File: config.mk
export PLATFORM = sky130hd
export DESIGN_NAME = card_classifier
export DESIGN_NICKNAME = d
export VERILOG_FILES = /design/src/rtl/card_classifier.sv
export SDC_FILE = /design/constraint.sdc
export NUM_CORES = 1
export LEC_CHECK = 0
export BUFFER_PORTS_ARGS = -buffer_cell sky130_fd_sc_hd__buf_4
export CAP_MARGIN = 20
export CORE_MARGIN = 2
export CORE_UTILIZATION = 51
export CTS_CLUSTER_SIZE = 24
export DETAILED_ROUTE_END_ITERATION = 7
export GPL_ROUTABILITY_DRIVEN = 0
export MAX_ROUTING_LAYER = met4
export PLACE_DENSITY = 0.78
export SYNTH_ARGS = -nofsm -noshare
export SYNTH_HDL_FRONTEND = slang
export SYNTH_SLANG_ARGS = --single-unit
File: constraint.sdc
create_clock -name clk -period 2.2 [get_ports clk]
set_clock_uncertainty 0.05 [all_clocks]
set_input_delay 0.44 -clock clk [delete_from_list [all_inputs] [get_ports clk]]
set_output_delay 0.44 -clock clk [all_outputs]
set_load 0.02 [all_outputs]
File: src/rtl/card_classifier.sv
module card_classifier #(
  parameter int AW = 8,
  parameter int DW = 8,
  parameter int DEB_CYCLES = 16,
  parameter logic [AW-1:0] PROBE_ADDR = 'h05,
  parameter logic [DW-1:0] PATTERN = 'hA5
) (
  input  logic          clk,
  input  logic          rst_n,
  input  logic [1:0]    det_code,
  output logic [AW-1:0] card_addr,
  output logic [DW-1:0] card_wdata,
  input  logic [DW-1:0] card_rdata,
  output logic          card_ce,
  output logic          card_oe_n,
  output logic          card_we_n,
  output logic [1:0]    card_state,
  input  logic          acc_req,
  input  logic          acc_wr,
  input  logic          acc_mach,
  output logic          acc_ok
);
  localparam int CW = $clog2(DEB_CYCLES + 1);
  localparam logic [1:0] DET_LOW = 2'b01, DET_HIGH = 2'b10;
  localparam logic [1:0] ST_EMPTY = 2'b00, ST_ROM = 2'b01, ST_RAM = 2'b10, ST_UNK = 2'b11;

  typedef enum logic [2:0] {P_DEB, P_RD0, P_WPAT, P_RPAT, P_WINV, P_RINV, P_REST, P_DONE} phase_t;

  phase_t        phase;
  logic [CW-1:0] cnt;
  logic [1:0]    det_q;
  logic [DW-1:0] orig;
  logic          fail;
  logic [1:0]    state;

  wire changed = det_code != det_q;
  wire live    = !changed && det_code == DET_HIGH;
  wire is_rd   = phase == P_RD0 || phase == P_RPAT || phase == P_RINV;
  wire is_wr   = phase == P_WPAT || phase == P_WINV || phase == P_REST;

  assign card_ce    = live && (is_rd || is_wr);
  assign card_oe_n  = !(card_ce && is_rd);
  assign card_we_n  = !(card_ce && is_wr);
  assign card_addr  = {~PROBE_ADDR[AW-1], PROBE_ADDR[AW-2:0]};
  assign card_wdata = phase == P_WPAT ? PATTERN : phase == P_WINV ? ~PATTERN : orig;
  assign card_state = state;

  always_ff @(posedge clk or negedge rst_n) begin
    if (!rst_n) begin
      phase <= P_DEB;
      cnt   <= '0;
      det_q <= '0;
      orig  <= '0;
      fail  <= 1'b0;
      state <= ST_EMPTY;
    end else begin
      det_q <= det_code;
      if (changed) begin
        phase <= P_DEB;
        cnt   <= '0;
        state <= ST_EMPTY;
      end else begin
        case (phase)
          P_DEB: begin
            if (cnt == CW'(DEB_CYCLES - 1)) begin
              fail <= 1'b0;
              if (det_code == DET_HIGH) begin
                phase <= P_RD0;
              end else begin
                phase <= P_DONE;
                state <= det_code == DET_LOW ? ST_ROM : ST_EMPTY;
              end
            end else begin
              cnt <= cnt + 1'b1;
            end
          end
          P_RD0: begin
            orig  <= card_rdata;
            phase <= P_WPAT;
          end
          P_WPAT: phase <= P_RPAT;
          P_RPAT: begin
            if (card_rdata != PATTERN) fail <= 1'b1;
            phase <= P_WINV;
          end
          P_WINV: phase <= P_RINV;
          P_RINV: begin
            if (card_rdata != ~PATTERN) fail <= 1'b1;
            phase <= P_REST;
          end
          P_REST: begin
            state <= fail ? ST_UNK : ST_RAM;
            phase <= P_DONE;
          end
          default: phase <= P_DONE;
        endcase
      end
    end
  end

  logic grant;
  always_comb begin
    case (state)
      ST_ROM:  grant = !acc_wr;
      ST_RAM:  grant = 1'b1;
      ST_UNK:  grant = acc_mach;
      default: grant = 1'b0;
    endcase
  end

  assign acc_ok = acc_req && grant && (!acc_wr || det_code == DET_HIGH);
endmodule

# After elaboration in Yosys (flattened, before gate mapping)
# Index checks and enable logic that the tools add are counted.
# Widths: inputs -> output; s select.
dict set report word_totals {
  wordCells 73
  reg_bits 21
  out_inout_bits 22
  inputBits 15
}
dict set report classes {
  n_bitwise 1
  muxes 20
  n_eq_ne 21
  n_reduce_logical 24
  add_sub_neg 1
}
# op count
set op_table {}
lappend op_table {{$pmux 3 s6} 1}
lappend op_table {{$mux 8} 2}
lappend op_table {{$mux 5} 3}
lappend op_table {{$eq 3x3->1 const B} 3}
lappend op_table {{$mux 3} 3}
lappend op_table {{$ne 8x7->1 const B} 1}
lappend op_table {{$ne 8x8->1 const B} 1}
lappend op_table {{$eq 2x2->1 const B} 3}
lappend op_table {{$eq 3x2->1 const B} 2}
lappend op_table {{$logic_and 1x1->1} 6}
lappend op_table {{$logic_or 1x1->1} 6}
lappend op_table {{$mux 2} 3}
lappend op_table {{$ne 3x3->1 const B} 2}
lappend op_table {{$pmux 1 s3} 2}
lappend op_table {{$reduce_bool 3->1} 2}
lappend op_table {{$add 5x1->5 const B} 1}
lappend op_table {{$eq 5x4->1 const B} 1}
lappend op_table {{$mux 1} 5}
lappend op_table {{$reduce_and 5->1} 1}
lappend op_table {{$eq 2x1->1 const B} 2}
lappend op_table {{$logic_not 1->1} 4}
lappend op_table {{$ne 2x1->1 const B} 2}
lappend op_table {{$ne 2x2->1 const B} 2}
lappend op_table {{$pmux 2 s2} 1}
lappend op_table {{7 further kinds} 8}

# Longest topological paths before layout
dict set report logic_depth {
  depth_word 7
  mapped_depth 7
  ltp_nobuf 7
}

# Worst setup path after synthesis
# No wires, ideal clock.
dict set report synth_path {
  kind {flip-flop to flip-flop}
  startpoint {reg cnt[0]}
  endpoint {reg fail}
  arrival_ns 1.706
  path_slack_ns 0.323
  setup_ns 0.122
  n_path_buf 0
  period_less_slack_ns 1.877
  stages_incl_launch_ff 8
  required_ns 2.028
  cell_sequence {dfrtp_1 > ha_1 > and3_1 > ha_1 > or4_1 > nand3_2 > nor4bb_1 > a2bb2oi_2}
}
dict set report synth_between {
  elab_chain_cells 3
}
# element line
set synth_lines {}
lappend synth_lines {{start: declaration} 30} ;# logic [CW-1:0] cnt;
lappend synth_lines {{start signal: assignment} 74} ;# cnt <= cnt + 1'b1;
lappend synth_lines {{$eq 5x4->1} 65} ;# if (cnt == CW'(DEB_CYCLES - 1)) begin
lappend synth_lines {{$ne 2x2->1 (no line)} n/a}
lappend synth_lines {{$reduce_and 5->1 (no line)} n/a}
lappend synth_lines {{end signal: assignment} 66} ;# fail <= 1'b0;
lappend synth_lines {{end signal: assignment} 83} ;# if (card_rdata != PATTERN) fail <= 1'b1;
lappend synth_lines {{end signal: assignment} 88} ;# if (card_rdata != ~PATTERN) fail <= 1'b1;
lappend synth_lines {{end: declaration} 33} ;# logic fail;
# Every way passes these cells.
# A chain may end at the register's enable or synchronous reset.

# Final worst setup path
dict set report layout_path {
  startpoint {reg phase[0]}
  endpoint {out card_ce}
}
dict set report layout_between {
  elab_chain_cells 5
  elab_cells_between_ends 12
  cone_classes {eq/ne: 6; reduce/logical: 6}
}
# element line
set layout_lines {}
lappend layout_lines {{start: declaration} 29} ;# phase_t phase;
lappend layout_lines {{start signal: assignment} 50} ;# phase <= P_DEB;
lappend layout_lines {{start signal: assignment} 59} ;# phase <= P_DEB;
lappend layout_lines {{start signal: assignment} 68} ;# phase <= P_RD0;
lappend layout_lines {{$eq 3x1->1, or another cell as far along} 38} ;# wire is_rd = phase == P_RD0 || phase == P_RPAT || phase == P_RINV;
lappend layout_lines {{$logic_or 1x1->1, on equally long branches (2 in series)} {38, 39}}
lappend layout_lines {{$logic_or 1x1->1 *} 41} ;# assign card_ce = live && (is_rd || is_wr);
lappend layout_lines {{$logic_and 1x1->1 *} 41}
lappend layout_lines {{end: declaration} 14} ;# output logic card_ce,
# Mark *: on every way between the ends. The rest lies on a longest branch, timed or not.

==> results.py <==
metrics = {
    "placement": {
        "dp_hpwl_um": 2070,
        "place_area_mm2": 0.00154,
        "port_buffers": 28,
    },
    "die": {
        "design.die.area_mm2": 0.00306,
        "coreArea_mm2": 0.00248,
        "die_x_um": 55.3,
        "die_y_um": 55.3,
        "boundaryPins": 37,
        "placementRows": 18,
        "start_util": 0.542,
    },
    "cts": {
        "cts.sinks": 21,
        "cts-root-buf": "clkbuf_4",
        "cts_buffers": 3,
        "h-tree-depth": 1,
        "cts_tree": "done",
        "clkLatencyLatePin_ps": 310,
        "post_cts_resized": 0,
        "clkSlewWorstSetupHoldPaths_ps": 120,
        "cts_buffer_depth": 2,
    },
    "pwr": {
        "ir_worst_vdd_mv": 0.457,
        "power_mw": 0.665,
        "p_per_area_mw_per_mm2": 422,
        "p_leak_nw": 0.786,
    },
    "status": {
        "outcome": "completed",
    },
    "critical_path": {
        "critPathLaunchType": "register",
        "worstPathArrival_ps": 1600,
        "cp-endpoint": "card_ce",
        "path_max_fanout": 9,
        "worstSetupEndpointType": "output pin",
        "timing.rr.end": "fail",
        "worstPathRequired_ps": 1710,
        "critPathLaunch": "phase[0]",
        "reg2reg_from": "cnt[0]",
        "r2r_setup_slack_ps": 190,
        "crit_type": "register to output pin",
        "rr_worst_depth": 7,
    },
    "yosys": {
        "synth_top_area_frac": 0.391,
        "synth-simple-area-share": 0.271,
        "avgSynthCellArea_um2": 9.66,
        "yosys_most_used_dff": "dfrtp_1",
        "synth_area_leaders": "dfrtp_1 (39%), mux2_2 (6.7%), nor2_1 (5.9%)",
        "synth_area_mm2": 0.00134,
        "yosysSeqAreaShare": 0.391,
        "synth_xor_area_frac": 0.0438,
        "synth-seq-cells": 21,
        "synth_edf_count": 0,
        "async_flop_share": 1.00,
        "yosys-top-cells-count": "dfrtp_1 (21), nor2_1 (21), nand2_1 (11)",
        "synthMuxAreaShare": 0.0746,
        "synth.distinct_cells": 45,
        "synthAdderAreaFrac": 0.0186,
        "syn_inst": 139,
        "synth_top_cell_by_area": "dfrtp_1",
        "synth_top_family_by_area": "simple AND/OR/NAND/NOR gates",
        "ys_warn_count": 0,
        "synth_compound_area_frac": 0.113,
    },
    "min_path": {
        "hp-class": "input pin to register",
    },
    "timing": {
        "setup_violations": 0,
        "fin_crit_ps": 2090,
        "finalHoldViolCount": 0,
        "timing.fmax_mhz": 479,
        "hold_ws_ps": 227,
        "rsz0062_at_grt": "false",
        "fin_setup_tns_ps": 0,
        "final-max-slew-violation-count": 0,
        "finalCritPeriodShare": 0.949,
    },
    "layout": {
        "stdcell_area_mm2": 0.00158,
        "drive_above_1_share": 0.331,
        "area_growth_pct": 17.4,
        "n_antenna_cell": 0,
        "final_net_count": 187,
    },
    "grt": {
        "antenna_found_initial": 0,
        "grt_pass1_vias": 1058,
        "globalRouteOverflowTotal": 0,
        "grt_pass1_wl_um": 4710,
        "grt_max_degree": 22,
        "track_usage": 0.196,
    },
    "routing": {
        "ant_nets": 0,
        "wirelength_um": 2630,
        "drc_errors": 0,
        "dr.pass1.iters": 4,
        "routed_via_density": 5.37,
        "wire_per_inst_um": 13.2,
        "vias": 1068,
        "drtIter0Drc": 23,
    },
    "flow_run": {
        "maxCapViolations": 0,
    },
}
==> how the worst min path moves through the flow <==
stage | start | slack (ps) | to | cells past startpoint
final | det_code[0] | 230 | det_q[0] | 1
after CTS | det_code[0] | 220 | det_q[0] | 1
after global placement | rst_n | 280 | card_state[0] | 1
after global routing | det_code[0] | 210 | det_q[0] | 1
after floorplan | rst_n | 90 | card_state[0] | 0
after detailed placement | rst_n | 290 | card_state[0] | 1
==> per-stage QoR <==
step,setup slack [ps],util,cells
6_report,112,0.636,199
3_3_place_gp,280,0.622,194
5_1_grt,27.4,0.636,199
4_1_cts,101,0.636,199
2_1_floorplan,323,-,145
3_5_place_dp,213,0.622,194
==> per-layer routing <==
layer	GRT usage	part of all wire	up-vias
met4	0.0732	0.018	0
met3	0.0328	0.049	5
li1	-	-	526
met1	0.253	0.46	500
met5	-	0	-
met2	0.310	0.47	37
==> worst max-delay path: stages, from the launching register on <==
cell and delay, ps:
dfrtp_1 510, or2_2 380, o21ai_0 150, nor3_1 70
buf_4 170
==> cell type report <==
cell class / instances / area, um^2
Tap cell: 30 / 37.5
Sequential cell: 21 / 526
Inverter: 2 / 7.51
Fill cell: 211 / 901
Timing Repair Buffer: 33 / 250
Multi-Input combinational cell: 109 / 729
Clock buffer: 4 / 26.3
==> cell usage in the layout (no fill, tap or decap), types with 2 or more instances in the layout <==
master / netlist / routed
conb_1: 2 / 8
nand2_1: 11 / 11
inv_1: 2 / 2
mux2_2: 8 / 8
nor2_1: 21 / 21
and3_1: 2 / 2
clkbuf_4: 0 / 3
xnor2_2: 2 / 2
nor4bb_1: 2 / 2
nand2b_1: 4 / 4
ha_1: 2 / 2
nor2b_1: 4 / 4
dfrtp_1: 21 / 21
xor2_1: 2 / 2
a211oi_1: 2 / 2
a21oi_1: 8 / 8
nand4_1: 2 / 2
buf_4: 8 / 32
o21ai_0: 7 / 7
==> power breakdown <==
| part | switching (mW) | leakage, nW | internal, mW |
|---|---|---|---|
| clock network | 0.117 | 0.0150 | 0.0709 |
| logic | 0.0467 | 0.483 | 0.0342 |
| registers | 0.00491 | 0.288 | 0.391 |
==> cell families after synthesis <==
family / Yosys count
AO/OA/AOI/OAI: 23
XOR/XNOR: 5
adder cells (fa/ha/maj): 2
buffers and inverters: 15
flip-flops: 21
multiplexers: 9
other: 2
AND/OR/NAND/NOR: 62
==> state kept, by name, indices dropped and copies added, names as in the netlist <==
name / count
det_q: 2
fail: 1
card_state: 2
orig: 8
cnt: 5
phase: 3
==> timing repair <==
action,CTS,global route
hold endpoints to repair,21,0
hold buffers,1,0
setup buffers,0,0
No activity file was read; power rests on OpenSTA's default activity.
